<file path="src/rtl/mcenc_pkg.sv">
package mcenc_pkg;

   typedef enum logic [1:0] {
      ST_IDLE = 2'd0,
      ST_SYNC = 2'd1,
      ST_DATA = 2'd2,
      ST_PAR  = 2'd3
   } enc_state_t;

   // Sync length in bit cells; its first half sits at one level, its second at the other.
   localparam int SYNC_CELLS = 3;

endpackage

</file>
<file path="src/rtl/mcenc_clkdiv.sv">
module mcenc_clkdiv #(
   parameter int DIV = 6
) (
   input  logic clk,
   input  logic rst,
   output logic half_ph,
   output logic div_out
);
   localparam int HALF   = DIV / 2;
   localparam int HCNT_W = (HALF > 2) ? $clog2(HALF) : 1;

   generate
      if ((DIV % 2) != 0 || DIV < 4) begin : g_bad_div
         $error("mcenc_clkdiv: DIV must be even and at least 4");
      end
   endgenerate

   logic [HCNT_W-1:0] hcnt;

   // Half-cell phase: 0 = first half of a bit cell, 1 = second half.
   always_ff @(posedge clk) begin
      if (rst) half_ph <= 1'b0;
      else     half_ph <= ~half_ph;
   end

   always_ff @(posedge clk) begin
      if (rst) begin
         hcnt    <= '0;
         div_out <= 1'b0;
      end else if (hcnt == HCNT_W'(HALF - 1)) begin
         hcnt    <= '0;
         div_out <= ~div_out;
      end else begin
         hcnt <= hcnt + 1'b1;
      end
   end

   // once high, the divided clock stays high on the following cycle
   a_r9_div_hold: assert property (@(posedge clk) disable iff (rst)
      $rose(div_out) |=> div_out);

   // once low, the divided clock stays low on the following cycle
   a_r9_div_low_hold: assert property (@(posedge clk) disable iff (rst)
      $fell(div_out) |=> !div_out);

endmodule

</file>
<file path="src/rtl/mcenc_seq.sv">
module mcenc_seq
   import mcenc_pkg::*;
#(
   parameter int LEN_W   = 5,
   parameter int MIN_LEN = 2,
   parameter int MAX_LEN = 28
) (
   input  logic             clk,
   input  logic             rst,
   input  logic             half_ph,
   input  logic             enable,
   input  logic [LEN_W-1:0] len_cfg,
   input  logic             sync_sel,
   input  logic             odd_sel,
   input  logic             ser_in,
   output enc_state_t       state,
   output logic [LEN_W-1:0] cell_cnt,
   output logic             cell_bit,
   output logic             sync_pol,
   output logic             frame_active,
   output logic             shift_stb
);
   generate
      if (MIN_LEN < 1 || MIN_LEN > MAX_LEN) begin : g_bad_range
         $error("mcenc_seq: MIN_LEN must be at least 1 and no larger than MAX_LEN");
      end
      if (MAX_LEN >= (1 << LEN_W)) begin : g_bad_width
         $error("mcenc_seq: MAX_LEN does not fit in LEN_W bits");
      end
      if (SYNC_CELLS >= (1 << LEN_W)) begin : g_bad_sync
         $error("mcenc_seq: sync cell count does not fit the cell counter");
      end
   endgenerate

   localparam logic [LEN_W-1:0] LAST_SYNC = LEN_W'(SYNC_CELLS - 1);

   logic [LEN_W-1:0] len_eff;
   logic [LEN_W-1:0] len_q;
   logic             odd_q;
   logic             par_acc;
   logic             last_data;
   logic             cell_end;

   always_comb begin
      if (len_cfg < LEN_W'(MIN_LEN))      len_eff = LEN_W'(MIN_LEN);
      else if (len_cfg > LEN_W'(MAX_LEN)) len_eff = LEN_W'(MAX_LEN);
      else                                len_eff = len_cfg;
   end

   assign cell_end  = half_ph;
   assign last_data = (cell_cnt == (len_q - 1'b1));

   always_ff @(posedge clk) begin
      if (rst) begin
         state    <= ST_IDLE;
         cell_cnt <= '0;
         len_q    <= LEN_W'(MIN_LEN);
         sync_pol <= 1'b0;
         odd_q    <= 1'b0;
         cell_bit <= 1'b0;
         par_acc  <= 1'b0;
      end else if (cell_end) begin
         unique case (state)
            ST_IDLE: begin
               if (enable) begin
                  state    <= ST_SYNC;
                  cell_cnt <= '0;
                  len_q    <= len_eff;
                  sync_pol <= sync_sel;
                  odd_q    <= odd_sel;
                  par_acc  <= 1'b0;
               end
            end
            ST_SYNC: begin
               if (cell_cnt == LAST_SYNC) begin
                  state    <= ST_DATA;
                  cell_cnt <= '0;
                  cell_bit <= ser_in;
                  par_acc  <= ser_in;
               end else begin
                  cell_cnt <= cell_cnt + 1'b1;
               end
            end
            ST_DATA: begin
               if (last_data) begin
                  state    <= ST_PAR;
                  cell_bit <= par_acc ^ odd_q;
               end else begin
                  cell_cnt <= cell_cnt + 1'b1;
                  cell_bit <= ser_in;
                  par_acc  <= par_acc ^ ser_in;
               end
            end
            ST_PAR: begin
               if (enable) begin
                  state    <= ST_SYNC;
                  cell_cnt <= '0;
                  len_q    <= len_eff;
                  sync_pol <= sync_sel;
                  odd_q    <= odd_sel;
                  par_acc  <= 1'b0;
               end else begin
                  state <= ST_IDLE;
               end
            end
            default: state <= ST_IDLE;
         endcase
      end
   end

   assign frame_active = (state != ST_IDLE);

   // One request per data bit: the first comes in the last sync cell, the rest in every data cell but the last.
   assign shift_stb = !half_ph &&
                      (((state == ST_SYNC) && (cell_cnt == LAST_SYNC)) ||
                       ((state == ST_DATA) && !last_data));

   // a strobe never lasts more than one clock
   a_r5_one_clock_strobe: assert property (@(posedge clk) disable iff (rst)
      shift_stb |=> !shift_stb);

   // the data cell counter stays below the captured word length
   a_r4_cnt_bound: assert property (@(posedge clk) disable iff (rst)
      (state == ST_DATA) |-> (cell_cnt < len_q));

   // the captured length always lies inside the legal range
   a_r4_len_range: assert property (@(posedge clk) disable iff (rst)
      frame_active |-> (len_q >= LEN_W'(MIN_LEN) && len_q <= LEN_W'(MAX_LEN)));

   // a frame always begins in the first half of a bit cell
   a_r2_start_boundary: assert property (@(posedge clk) disable iff (rst)
      $rose(frame_active) |-> !half_ph);

endmodule

</file>
<file path="src/rtl/mcenc_line.sv">
module mcenc_line
   import mcenc_pkg::*;
#(
   parameter int LEN_W          = 5,
   parameter bit OUT_ACTIVE_LOW = 1'b0
) (
   input  logic             clk,
   input  logic             rst,
   input  enc_state_t       state,
   input  logic [LEN_W-1:0] cell_cnt,
   input  logic             half_ph,
   input  logic             cell_bit,
   input  logic             sync_pol,
   input  logic             inhibit,
   output logic             line_one,
   output logic             line_zero
);
   logic [LEN_W:0] sync_half;
   logic           lvl;
   logic           drive;
   logic           one_raw;
   logic           zero_raw;

   assign sync_half = {cell_cnt, half_ph};

   always_comb begin
      unique case (state)
         ST_SYNC: lvl = (sync_half < (LEN_W + 1)'(SYNC_CELLS)) ? sync_pol : ~sync_pol;
         ST_DATA,
         ST_PAR:  lvl = cell_bit ^ half_ph;
         default: lvl = 1'b0;
      endcase
   end

   assign drive    = (state != ST_IDLE) && !inhibit;
   assign one_raw  = drive & lvl;
   assign zero_raw = drive & ~lvl;

   generate
      if (OUT_ACTIVE_LOW) begin : g_act_low
         assign line_one  = ~one_raw;
         assign line_zero = ~zero_raw;
      end else begin : g_act_high
         assign line_one  = one_raw;
         assign line_zero = zero_raw;
      end
   endgenerate

   // every data or parity cell changes level at its middle
   a_r3_midcell_flip: assert property (@(posedge clk) disable iff (rst)
      (half_ph && (state == ST_DATA || state == ST_PAR)) |-> (lvl != $past(lvl)));

   // sync changes level exactly halfway through its three cells
   a_r2_sync_mid_flip: assert property (@(posedge clk) disable iff (rst)
      (half_ph && state == ST_SYNC && cell_cnt == LEN_W'(1)) |-> (lvl != $past(lvl)));

   // sync holds its level across the first cell boundary
   a_r2_sync_first_hold: assert property (@(posedge clk) disable iff (rst)
      (!half_ph && state == ST_SYNC && cell_cnt == LEN_W'(1)) |-> (lvl == $past(lvl)));

endmodule

</file>
<file path="src/rtl/manchester_frame_enc.sv">
module manchester_frame_enc
   import mcenc_pkg::*;
#(
   parameter int LEN_W          = 5,
   parameter int MIN_LEN        = 2,
   parameter int MAX_LEN        = 28,
   parameter int AUX_DIV        = 6,
   parameter bit OUT_ACTIVE_LOW = 1'b0
) (
   input  logic             clk,
   input  logic             rst,
   input  logic             enable,
   input  logic [LEN_W-1:0] word_len,
   input  logic             sync_kind,
   input  logic             odd_parity,
   input  logic             inhibit,
   input  logic             ser_in,
   output logic             shift_stb,
   output logic             line_one,
   output logic             line_zero,
   output logic             clk_div6
);
   logic             half_ph;
   enc_state_t       state;
   logic [LEN_W-1:0] cell_cnt;
   logic             cell_bit;
   logic             sync_pol;
   logic             frame_active;

   mcenc_clkdiv #(.DIV(AUX_DIV)) u_clkdiv (
      .clk     (clk),
      .rst     (rst),
      .half_ph (half_ph),
      .div_out (clk_div6)
   );

   mcenc_seq #(
      .LEN_W   (LEN_W),
      .MIN_LEN (MIN_LEN),
      .MAX_LEN (MAX_LEN)
   ) u_seq (
      .clk          (clk),
      .rst          (rst),
      .half_ph      (half_ph),
      .enable       (enable),
      .len_cfg      (word_len),
      .sync_sel     (sync_kind),
      .odd_sel      (odd_parity),
      .ser_in       (ser_in),
      .state        (state),
      .cell_cnt     (cell_cnt),
      .cell_bit     (cell_bit),
      .sync_pol     (sync_pol),
      .frame_active (frame_active),
      .shift_stb    (shift_stb)
   );

   mcenc_line #(
      .LEN_W          (LEN_W),
      .OUT_ACTIVE_LOW (OUT_ACTIVE_LOW)
   ) u_line (
      .clk       (clk),
      .rst       (rst),
      .state     (state),
      .cell_cnt  (cell_cnt),
      .half_ph   (half_ph),
      .cell_bit  (cell_bit),
      .sync_pol  (sync_pol),
      .inhibit   (inhibit),
      .line_one  (line_one),
      .line_zero (line_zero)
   );

   // with no frame in progress both line outputs rest at their inactive level
   a_r7_idle_quiet: assert property (@(posedge clk) disable iff (rst)
      !frame_active |-> (line_one == OUT_ACTIVE_LOW && line_zero == OUT_ACTIVE_LOW));

   // no data request is raised while idle
   a_r5_no_idle_strobe: assert property (@(posedge clk) disable iff (rst)
      !frame_active |-> !shift_stb);

endmodule

</file>
<file path="config.mk">
export PLATFORM = sky130hd
export DESIGN_NAME = manchester_frame_enc
export DESIGN_NICKNAME = d
export VERILOG_FILES = /design/src/rtl/mcenc_pkg.sv /design/src/rtl/mcenc_clkdiv.sv /design/src/rtl/mcenc_seq.sv /design/src/rtl/mcenc_line.sv /design/src/rtl/manchester_frame_enc.sv
export SDC_FILE = /design/constraint.sdc
export NUM_CORES = 1
export LEC_CHECK = 0
export ABC_AREA = 1
export BUFFER_PORTS_ARGS = -buffer_cell sky130_fd_sc_hd__buf_2
export CORE_UTILIZATION = 45
export CTS_CLUSTER_DIAMETER = 200
export DETAILED_ROUTE_END_ITERATION = 16
export PLACE_DENSITY_LB_ADDON = 0.25
export REMOVE_ABC_BUFFERS = 1
export SLEW_MARGIN = 20
export SYNTH_ARGS = -nofsm -noshare
export SYNTH_HDL_FRONTEND = slang
export SYNTH_HIERARCHICAL = 1
export SYNTH_SLANG_ARGS = --single-unit
export TNS_END_PERCENT = 100
</file>
<file path="constraint.sdc">
create_clock -name clk -period 2.5 [get_ports clk]
set_clock_uncertainty 0.1 [all_clocks]
set_input_delay 0.375 -clock clk [delete_from_list [all_inputs] [get_ports clk]]
set_output_delay 0.375 -clock clk [all_outputs]
set_load 0.02 [all_outputs]
</file>
### Word-level counts from Yosys, hierarchy flattened

Index checks and enable logic that the tools add are counted.

* $add $sub $neg: 3
* order comparisons: 3
* equality and inequality tests: 11
* multiplexer cells: 19
* bitwise gates (word level): 9
* reduce and logical (&&, ||, !) cells: 19

Operators by type and width (number)
* $mux 5: 5
* $pmux 5 s3: 1
* $reduce_and 3->1: 3
* $ne 2x2->1 const B: 4
* $pmux 2 s4: 1
* $reduce_and 4->1: 2
* $eq 2x2->1 const B: 3
* $lt 6x2->1 const B: 1
* $mux 1: 6
* $mux 2: 3
* $reduce_or 2->1: 3
* $add 5x1->5 const B: 1
* $eq 5x2->1 const B: 1
* $eq 5x5->1: 1
* $gt 5x5->1 const B: 1
* $lt 5x2->1 const B: 1
* $sub 5x1->5 const B: 1
* $logic_and 1x1->1: 4
* $not 1->1: 4
* $pmux 1 s2: 2
* $reduce_bool 2->1: 2
* $logic_not 1->1: 3
* $pmux 1 s3: 1
* $xor 1x1->1: 3
* 6 further kinds: 7

* register bits: 20
* input port bits: 12
* output and inout bits: 4

### Logic depth before layout (Yosys ltp)

Gate-level depths: netlist of run 1.

* word-level depth: 6
* depth in mapped cells: 13

### Hierarchy

The synthesis of run 1 kept the hierarchy.

Modules (own cells, without submodules)
* mcenc_seq: times used 1, cells each 177, area each 1152.4 sq um, seq. area each 320.3 sq um
* mcenc_clkdiv: times used 1, cells each 14, area each 128.9 sq um, seq. area each 80.1 sq um
* mcenc_line: times used 1, cells each 16, area each 98.8 sq um, seq. area each 0.0 sq um

### Least setup slack after synthesis of run 1

Ideal clock, no wire load.

* kind: register to output
* start point: register u_seq.len_q[0]
* end point: output shift_stb
* data arrival time: 1459 ps
* slack: 566 ps
* stages on the path, launching flop included: 12
* buffers on the path: 0
* cell sequence: dfxtp_1 inv_2 ha_1 inv_1 nand2_1 nand2_1 nor2_1 nand2_1 nor2_2 nand2_1 nand2_1 a21oi_1

* word-level cells in the longest chain between the ends: 6

RTL lines
* from (decl): RTL line mcenc_seq.sv:38 `logic [LEN_W-1:0] len_q;`
* from (signal assigned): RTL line mcenc_seq.sv:57 `len_q <= LEN_W'(MIN_LEN);`
* from (signal assigned): RTL line mcenc_seq.sv:68 `len_q <= len_eff;`
* from (signal assigned): RTL line mcenc_seq.sv:98 `len_q <= len_eff;`
* $sub 5x1->5: RTL line mcenc_seq.sv:51 `assign last_data = (cell_cnt == (len_q - 1'b1));`
* $eq 5x5->1: RTL line mcenc_seq.sv:51
* $logic_not 1->1: RTL line mcenc_seq.sv:116 `((state == ST_DATA) && !last_data));`
* $logic_and 1x1->1: RTL line mcenc_seq.sv:116
* $logic_or 1x1->1: RTL line mcenc_seq.sv:115 `(((state == ST_SYNC) && (cell_cnt == LAST_SYNC)) ||`
* $logic_and 1x1->1: RTL line mcenc_seq.sv:114 `assign shift_stb = !half_ph &&`
* to (decl): RTL line manchester_frame_enc.sv:18 `output logic shift_stb,`

No other way between the ends.

### Worst setup path after layout of run 1

Ends and elaborated chain as after synthesis.

==> impl_metrics.py, run 1 <==
metrics = {
    "detailed_routing": {
        "dr.pass1.iters": 10,
        "wirelength_met1_um": 1453,
        "wl_met3_um": 115,
        "vias_per_cell": 5.027,
        "via_count": 1307,
        "drt_wl_total_um": 2855,
        "wl_met2_um": 1266,
        "highest_layer": "met4",
        "route.detailed.drc": 2,
        "drtIter0Drc": 64,
        "post_drt_wl_per_cell_um": 10.98,
        "drt.antenna.violating_nets": 0,
    },
    "critical_path": {
        "worstPathRequired_ps": 2030,
        "cp.arrival_ps": 1820,
        "worstSetupEndpointType": "primary output",
        "path_depth": 12,
        "cpMaxStageDelayCell": "dfxtp_2",
        "worst_r2r_endpoint": "u_seq/cell_cnt[4]",
        "critical_path.top_delay_family": "simple AND/OR/NAND/NOR gates",
        "crit_end": "shift_stb",
        "worst_path_most_repeated_cell": "nand2_1",
        "cp-start-kind": "flip-flop",
        "r2r-start": "u_seq/len_q[0]",
        "r2r_slack_ps": 630,
        "crit_fanout": 4,
        "cp_cell_sequence": "inv_2, ha_1, inv_1, nand2_1, nand2_1, nor2_1, nand2_1, nor2_4, nand2_1, nand2_1, a21oi_1, buf_2",
        "rr_worst_depth": 13,
        "worst-setup-path-type": "reg2out",
        "slowest_delay_ps": 360,
        "cp.buffers_inverters": 3,
        "cp-startpoint": "u_seq/len_q[0]",
    },
    "logic_synthesis": {
        "synth.area.top_cells": "dfxtp_1 (29%), nand2_1 (13%), ha_1 (9.1%), inv_1 (7.6%), nand3_1 (7.3%)",
        "synthesis.area_sq_mm": 0.001380,
        "syn-instance-count": 207,
        "synth.top_cell.area_share_pct": 29.01,
        "synth_edf_count": 0,
        "synth_mux_area_share_pct": 0,
        "ys_async_sr_fraction_pct": 0,
        "synth_cell_types": 27,
        "syn_area_per_cell_sq_um": 6.667,
        "synth_compound_area_share_pct": 12.60,
        "post_synth_and_or_nand_nor_area_fraction_pct": 36.54,
        "synth_most_common_cell": "nand2_1",
        "synth_warnings": 6,
        "synth_top_family_by_area": "simple AND/OR/NAND/NOR gates",
        "synth-xor-area-share_pct": 3.808,
        "synth-adder-area-share_pct": 9.066,
        "synth.yosys.seq_area_share_pct": 29.01,
        "yosysTopAreaCell": "dfxtp_1",
        "synth_flop_cell": "dfxtp_1",
        "ys_ff_latch": 20,
        "ys_top_cells_by_count": "nand2_1 (49), inv_1 (28), dfxtp_1 (20), nand3_1 (20), nor2_1 (18)",
    },
    "clock_tree": {
        "clock_latency_ps": 290,
        "cts_root_buffer": "clkbuf_4",
        "cts_tree": "done",
        "htree_levels": 1,
        "clk_path_buf_depth": 2,
        "cts_buffers": 3,
        "clkSinkCount": 20,
        "clkTransAtPathRegs_ps": 100,
    },
    "pwr": {
        "p_comb_share_pct": 26.7,
        "p_sw_share_pct": 31.56,
        "switching_power_mw": 0.2191,
        "p_clk_share_pct": 21.0,
        "pwr-share-seq_pct": 52.3,
        "power_leakage_nw": 0.7545,
        "intPower_mw": 0.4750,
        "p_total_mw": 0.6940,
        "peakVddDrop_uv": 392.0,
        "p_per_area_mw_per_mm2": 444.8,
    },
    "global_routing": {
        "overflow": 0,
        "grt_start_max_net_pins": 13,
        "first_global_vias": 1065,
        "grt_antenna_before_repair": 0,
        "grt.total_usage_pct": 18.29,
        "grt_pass1_wl_um": 4671,
    },
    "sta": {
        "rsz0062_at_grt": "false",
        "final.period_utilization_pct": 91.69,
        "hold_ws_ps": 200.9,
        "layout_min_cycle_time_ps": 2292,
        "postLayoutSetupSlackWorst_ps": 207.7,
        "fmax_mhz": 436.2,
        "hold_viol": 0,
        "drv_slew": 0,
        "setup_viol_count_final": 0,
        "tns_ps": 0,
        "relSlewSlack_pct": 75.64,
        "max_slew.worst_pin.slew_ps": 364.9,
    },
    "hold_path": {
        "hold_path.class": "in2reg",
    },
    "layout": {
        "drive_gt1_share_pct": 17.47,
        "fin_util_pct": 55.15,
        "num_antenna_cells": 0,
        "finalNetCount": 253,
        "post-route-cell-area_sq_mm": 0.001560,
        "instances_no_fill": 260,
        "area_growth_pct": 13.06,
    },
    "floorplan": {
        "ios": 16,
        "die_h_um": 57.38,
        "initial_utilization_pct": 48.78,
        "core.rowCount": 19,
        "die-width_um": 57.38,
        "core_area_sq_mm": 0.002829,
        "die-area_sq_mm": 0.003292,
    },
    "place": {
        "place_ws_ps": 456.4,
        "port_buffers": 15,
        "dpl-instance-area_sq_mm": 0.001516,
        "gp_congestion": 0.8648,
        "dp_hpwl_um": 2232,
        "placedCellCount": 255,
    },
    "status": {
        "violations": "design-rule violations",
        "run_status": "complete, but fails checks",
    },
    "flow_run": {
        "maxCapViolCount": 0,
    },
}
## placed cells by master, fill, tap and decap left out
cell type,synthesis,routed
nor2_4,2,3
dfxtp_1,20,19
nand2_4,1,1
nand3_2,1,1
nand3b_1,2,2
nand2_2,2,2
nand2_1,49,49
nand3_4,1,1
a31oi_1,1,1
o21ai_0,8,8
inv_2,3,3
o21bai_1,1,1
nand3_1,20,20
ha_1,10,10
buf_2,0,15
a21oi_1,16,16
a21oi_2,2,2
nor2_1,18,18
inv_1,28,28
o21a_1,1,1
a22oi_1,1,1
nor3_1,4,4
xor2_1,6,6
clkbuf_4,0,3
buf_4,0,6
a211oi_1,1,1
nor2_2,3,2
nand4_1,4,4
dfxtp_2,0,1
## registers in the layout (all words and copies together), names as in the netlist
name and cells:
u_seq/cell_bit 1, u_seq/cell_cnt 5, u_clkdiv/hcnt 2, u_seq/len_q 5
u_seq/state 2, u_seq/par_acc 1, u_clkdiv/div_out 1, u_clkdiv/half_ph 1
u_seq/sync_pol 1, u_seq/odd_q 1
## cell type report
cell class | instances | area, sq um
Fill cell | 281 | 1269
Multi-Input combinational cell | 154 | 860.8
Sequential cell | 20 | 401.6
Timing Repair Buffer | 21 | 120.1
Inverter | 31 | 116.4
Tap cell | 31 | 38.79
Clock buffer | 3 | 22.52
## how the worst min path moves through the flow
stage,cells after the start,slack [ps],startpoint,end
final,3,200,sync_kind,u_seq/sync_pol
after global routing,3,200,odd_parity,u_seq/odd_q
after CTS,3,190,sync_kind,u_seq/sync_pol
after detailed placement,1,310,u_clkdiv/hcnt[0],u_clkdiv/hcnt[0]
after global placement,1,310,u_clkdiv/hcnt[0],u_clkdiv/hcnt[0]
after floorplan,1,290,u_clkdiv/hcnt[0],u_clkdiv/hcnt[0]
## routing by layer
layer	vias up	track usage, %
li1	715	-
met1	562	25.24
met2	28	29.57
met3	2	2.721
met4	0	5.226
met5	-	0
## kinds of logic (layout without fill, tap and decap cells)
kind of cell	after synthesis	after routing
AO/OA/AOI/OAI	31	31
XOR/XNOR	6	6
adder cells (fa/ha/maj)	10	10
buffers and inverters	33	55
flip-flops	20	20
AND/OR/NAND/NOR	107	107
## power groups by stage
stage	sequential, mW	combinational, mW	clock, mW
after CTS	0.363	0.177	0.153
after global placement	0.370	0.176	0
after detailed placement	0.370	0.177	0
final	0.363	0.185	0.146
after global routing	0.367	0.211	0.167
after floorplan	0.371	0.126	0
## worst register-to-register path, delay by kind of cell (launching register included)
| family | cells | cell delay [ps] |
|---|---|---|
| flops | 1 | 360 |
| compound gates | 1 | 130 |
| simple gates | 8 | 710 |
| fa+ha+maj | 1 | 290 |
| buf+inv | 3 | 210 |
## repair_timing
| action | in CTS | in global routing |
|---|---|---|
| hold buffers | 0 | 0 |
| endpoints found under the setup margin | 0 | 1 |
| setup buffers | 0 | 2 |
| resized for setup | 0 | 2 |
(Power assumes the default switching activity.)
==> run 2, diff against run 1 <==
Settings changed: CORE_ASPECT_RATIO from default to 2.
==> run 2 against run 1 <==
Effect of this change: the flow now finishes without violations; critical path type unchanged; register-to-register slack gained 20 ps; clock-buffer cell count unchanged; die area grew 0.40%; setup slack lost 30 ps; core utilization fell by 1.2 points.
==> impl_metrics.py, run 2 (synthesis gave the netlist of run 1 again) <==
metrics = {
    "sta": {
        "layout_min_cycle_time_ps": 2322,
        "final.period_utilization_pct": 92.90,
        "setup_viol_count_final": 0,
        "fmax_mhz": 430.6,
        "hold_viol": 0,
        "drv_slew": 0,
        "max_slew.worst_pin.slew_ps": 402.9,
        "relSlewSlack_pct": 73.11,
        "tns_ps": 0,
        "rsz0062_at_grt": "false",
    },
    "critical_path": {
        "worst_path_most_repeated_cell": "nand2_1",
        "crit_fanout": 4,
        "worst-setup-path-type": "reg2out",
        "cp_cell_sequence": "inv_2, ha_1, inv_1, nand2_1, nand2_1, nor2_1, nand2_1, nor2_2, nand2_1, nand2_1, a21oi_1, buf_2",
        "worstSetupEndpointType": "primary output",
        "cp.buffers_inverters": 3,
        "slowest_delay_ps": 360,
        "cp-start-kind": "flip-flop",
        "critical_path.top_delay_family": "simple AND/OR/NAND/NOR gates",
        "cp.arrival_ps": 1850,
        "worstPathRequired_ps": 2030,
        "cpMaxStageDelayCell": "dfxtp_1",
    },
    "floorplan": {
        "core_area_sq_mm": 0.002943,
        "die_h_um": 80.32,
        "die-area_sq_mm": 0.003306,
        "ios": 16,
        "core.rowCount": 28,
        "initial_utilization_pct": 46.90,
        "die-width_um": 41.16,
    },
    "clock_tree": {
        "ctsResizeCount": 0,
        "cts_buffers": 3,
        "clkTransAtPathRegs_ps": 80,
        "clk_path_buf_depth": 2,
        "clock_latency_ps": 260,
        "htree_levels": 1,
        "clkSinkCount": 20,
        "holdBufCountCts": 0,
        "cts_root_buffer": "clkbuf_8",
        "cts_setup_buffers": 0,
        "cts_tree": "done",
    },
    "layout": {
        "final_cell_mix": "nand2_1 (49), inv_1 (28), dfxtp_1 (20), nand3_1 (20), nor2_1 (18)",
        "fill_cells": 326,
        "fin_util_pct": 53.91,
        "seq_area_sq_um": 400.4,
        "drive_gt1_share_pct": 16.67,
        "area_growth_pct": 14.96,
        "num_antenna_cells": 0,
        "finalNetCount": 251,
        "multiInputGateArea_sq_um": 855.8,
        "final_common_cell": "nand2_1",
        "top_regs": "u_seq/cell_cnt: 5 flops, u_seq/len_q: 5 flops",
    },
    "detailed_routing": {
        "route.detailed.drc": 0,
        "dr.pass1.iters": 4,
        "drt.antenna.violating_nets": 0,
        "vias_per_cell": 5.163,
        "post_drt_wl_per_cell_um": 11.98,
        "via_count": 1332,
        "drtIter0Drc": 31,
        "drt_wl_total_um": 3091,
    },
    "global_routing": {
        "first_global_vias": 1180,
        "grt_pass1_wl_um": 4719,
        "overflow": 0,
        "grt_start_max_net_pins": 13,
        "grt_antenna_before_repair": 0,
        "grt.total_usage_pct": 20.90,
    },
    "flow_run": {
        "maxCapViolCount": 0,
    },
    "hold_path": {
        "hold_path.class": "in2reg",
    },
    "pwr": {
        "p_total_mw": 0.8724,
        "p_clk_share_pct": 37.8,
        "p_per_area_mw_per_mm2": 549.9,
        "pwr-share-seq_pct": 41.5,
        "intPower_mw": 0.6271,
        "switching_power_mw": 0.2453,
        "power_leakage_nw": 0.7659,
        "peakVddDrop_uv": 377.5,
        "p_sw_share_pct": 28.12,
        "p_comb_share_pct": 20.7,
    },
    "place": {
        "dp_hpwl_um": 2530,
        "port_buffers": 15,
        "gp_congestion": 0.8806,
    },
    "status": {
        "run_status": "complete, no violations",
    },
}
## run 2: area by class of cell
class                      instances  area share [%]
clock buffer                       3           2.603
clock inverter                     1           1.893
inverter                          31           7.334
multi-input combinational        154           53.94
sequential                        20           25.24
tap                               30           2.366
timing repair buffer              19           6.625
## run 2: worst register-to-register path, cell delays in order, from the launching register on
cell	delay [ps]
dfxtp_1	360
inv_2	70
ha_1	290
inv_1	40
nand2_1	50
nand2_1	40
nor2_1	80
nand2_1	60
nor2_2	170
nand3_4	180
nand2_1	140
nand3b_1	80
nand2_1	70
inv_1	40
## run 2: power groups by stage
stage | Clock [mW] | Sequential, mW | Combinational [mW]
after floorplan | 0 | 0.371 | 0.126
after global placement | 0 | 0.369 | 0.179
after detailed placement | 0 | 0.369 | 0.181
after CTS | 0.335 | 0.362 | 0.182
after global routing | 0.353 | 0.365 | 0.207
final | 0.330 | 0.362 | 0.181
## run 2: layer usage
| layer | track usage, % | routed length (um) |
|---|---|---|
| met5 | 0 | 0 |
| met4 | 10.32 | 93 |
| met3 | 3.867 | 107 |
| met2 | 40.16 | 1753 |
| met1 | 17.53 | 1137 |
## run 2: final timing paths
kind,slack [ps],startpoint,endpoint,depth (start not counted)
max reg2reg,650,u_seq/len_q[0],u_seq/cell_bit,13
max,180,u_seq/len_q[0],shift_stb,12
min reg2reg,320,u_clkdiv/hcnt[0],u_clkdiv/hcnt[0],1
min,230,sync_kind,u_seq/sync_pol,3
## run 2: stage by stage
step	setup slack (ps)	std cells	hold WS [ps]	instance area, sq um
detailed placement	479.9	254	309.4	1515
CTS	182.9	258	231.8	1587
global placement	502.5	254	310.3	1515
floorplan	455.3	205	294.1	1373
global route	42.49	258	240.6	1587
finish	177.6	258	228.3	1587
==> run 3, diff against run 2 <==
Settings changed: ABC_AREA 1 to default.
==> run 3 against run 2 <==
Effect of this change: register-to-register slack worse by 360 ps; cell area down 3.8%; global-route usage up 0.73 points; combinational power down 14%; synthesized area down 6.0%; setup slack worse by 51 ps; largest power group unchanged; highest routed layer unchanged.
==> impl_metrics.py, run 3 <==
metrics = {
    "status": {
        "run_status": "complete, no violations",
    },
    "detailed_routing": {
        "post_drt_wl_per_cell_um": 15.09,
        "via_count": 1173,
        "route.detailed.drc": 0,
        "dr.pass1.iters": 4,
        "drtIter0Drc": 20,
        "vias_per_cell": 5.924,
        "drt_wl_total_um": 2988,
        "drt.antenna.violating_nets": 0,
    },
    "logic_synthesis": {
        "synth_flop_cell": "dfxtp_1",
        "syn-instance-count": 150,
        "synth_edf_count": 0,
        "ys_top_cells_by_count": "dfxtp_1 (20), nor2_1 (18), ha_1 (10)",
        "synth.area.top_cells": "dfxtp_1 (31%), ha_1 (9.6%), nor2_1 (5.2%), mux2i_1 (4.6%), o211ai_1 (3.5%)",
        "synthesis.area_sq_mm": 0.001297,
        "synth_most_common_cell": "dfxtp_1",
        "synth.yosys.seq_area_share_pct": 30.86,
        "yosysTopAreaCell": "dfxtp_1",
        "ys_async_sr_fraction_pct": 0,
        "synth_warnings": 6,
        "syn_area_per_cell_sq_um": 8.650,
        "synth.top_cell.area_share_pct": 30.86,
        "synth_cell_types": 43,
        "ys_ff_latch": 20,
    },
    "clock_tree": {
        "cts_tree": "done",
        "clk_path_buf_depth": 2,
        "htree_levels": 1,
        "clkSinkCount": 20,
        "cts_buffers": 3,
        "holdBufCountCts": 0,
        "clock_latency_ps": 260,
        "clkTransAtPathRegs_ps": 80,
        "cts_root_buffer": "clkbuf_8",
    },
    "critical_path": {
        "rr_worst_depth": 8,
        "worst-setup-path-type": "reg2out",
        "worstPathRequired_ps": 2030,
        "cp.arrival_ps": 1900,
        "cp-start-kind": "flip-flop",
        "crit_fanout": 4,
        "worstSetupEndpointType": "primary output",
        "r2r_slack_ps": 290,
    },
    "sta": {
        "layout_min_cycle_time_ps": 2374,
        "setup_viol_count_final": 0,
        "max_slew.worst_pin.slew_ps": 542.8,
        "fmax_mhz": 421.3,
        "hold_ws_ps": 244.9,
        "relSlewSlack_pct": 63.71,
        "final.period_utilization_pct": 94.94,
        "drv_slew": 0,
        "hold_viol": 0,
    },
    "layout": {
        "finalNetCount": 192,
        "seq_area_sq_um": 405.4,
        "num_antenna_cells": 0,
        "fill_cells": 255,
        "drive_gt1_share_pct": 20.12,
        "top_regs": "u_seq/cell_cnt: 5 flops, u_seq/len_q: 5 flops",
        "multiInputGateArea_sq_um": 872.1,
        "final_cell_mix": "nor2_1 (18), dfxtp_1 (18), buf_2 (14), inv_1 (9), ha_1 (9)",
        "area_growth_pct": 17.65,
    },
    "pwr": {
        "power_leakage_nw": 0.6329,
        "p_clk_share_pct": 38.7,
        "p_comb_share_pct": 18.6,
        "switching_power_mw": 0.2153,
        "p_total_mw": 0.8396,
        "intPower_mw": 0.6243,
        "pwr-share-seq_pct": 42.8,
        "p_per_area_mw_per_mm2": 550.0,
        "peakVddDrop_uv": 642.7,
        "p_sw_share_pct": 25.64,
    },
    "floorplan": {
        "initial_utilization_pct": 47.42,
        "die-area_sq_mm": 0.003115,
        "ios": 16,
        "core.rowCount": 27,
        "die-width_um": 39.97,
        "die_h_um": 77.94,
        "core_area_sq_mm": 0.002736,
    },
    "global_routing": {
        "grt_antenna_before_repair": 0,
        "first_global_vias": 1137,
        "overflow": 0,
        "grt_start_max_net_pins": 20,
        "grt_pass1_wl_um": 4912,
        "grt.total_usage_pct": 21.62,
    },
    "place": {
        "port_buffers": 15,
        "dp_hpwl_um": 2241,
        "gp_congestion": 0.8852,
    },
    "hold_path": {
        "hold_path.class": "in2reg",
        "whs_path_depth": 3,
    },
    "flow_run": {
        "maxCapViolCount": 0,
    },
}
==> run 3: cell types whose count changed after synthesis, moves of 4 or more <==
cell / delta
nand2_1: -43
inv_1: -19
nand3_1: -13
xnor2_1: +4
nand2b_1: +4
a21o_1: +4
mux2i_1: +6
nand4_1: -4
o211ai_1: +6
a21oi_1: -10
==> run 3: kinds of logic (layout without fill, tap and decap cells) <==
family                     after synthesis  count (layout)  share of synthesized area (%)
muxes                                    7               7                          5.497
xor gates and xnor gates                 9               9                          6.654
and+or+nand+nor                         51              51                          21.60
buffers and inverters                   13              32                          3.857
adders and majority gates               10              10                          9.643
AOI/OAI and AO/OA                       40              40                          21.89
DFF                                     20              20                          30.86
==> run 3: through the flow <==
stage / cells / area (sq um) / worst slack [ps] / utilization [%] / TNS (ps)
floorplan: 146 / 1281 / 405.2 / - / 0
global placement: 190 / 1393 / 214.3 / 50.89 / 0
detailed placement: 190 / 1393 / 164.6 / 50.89 / 0
CTS: 195 / 1476 / 7.233 / 53.96 / 0
global route: 198 / 1526 / -37.93 / 55.78 / -37.93
finish: 198 / 1526 / 126.5 / 55.78 / 0
==> run 3: worst paths after layout <==
check                    from           endpoint
max            u_seq/len_q[0]          shift_stb
max reg2reg    u_seq/len_q[0]  u_seq/cell_cnt[1]
min                odd_parity        u_seq/odd_q
min reg2reg  u_clkdiv/hcnt[0]   u_clkdiv/hcnt[0]
==> run 3: final cells by class <==
| type | instances | share of cell area, % |
|---|---|---|
| clock buffer | 3 | 2.705 |
| tap | 29 | 2.377 |
| timing repair buffer | 19 | 7.049 |
| multi-input combinational | 117 | 57.13 |
| inverter | 9 | 2.213 |
| sequential | 20 | 26.56 |
| clock inverter | 1 | 1.967 |
==> run 3: routing by layer <==
layer	GRT usage, %	routed length (um)	vias up
li1	-	-	591
met1	22.52	1195	549
met2	39.35	1654	23
met3	2.571	67	10
met4	8.276	70	0
met5	0	0	-
==> run 3: critical path, stage by stage (launching register included) <==
cell       delay, ps
dfxtp_4          360
inv_1             90
ha_4             170
nand4bb_1        130
a211oi_2         310
o211ai_1         170
a22oi_1          190
nor2_1            60
buf_4            170
==> run 3: timing repair <==
action,CTS,global route
endpoints found under the setup margin,1,1
buffers inserted,1,3
resized for setup,1,7
pin swaps,1,4
hold endpoints to repair,0,0
==> run 3: power groups by stage <==
stage,Sequential (mW),Combinational [mW],Clock (mW)
4_1_cts,0.359,0.145,0.333
2_1_floorplan,0.365,0.0973,0
3_3_place_gp,0.365,0.136,0
5_1_grt,0.362,0.172,0.341
3_5_place_dp,0.367,0.142,0
6_report,0.359,0.156,0.325
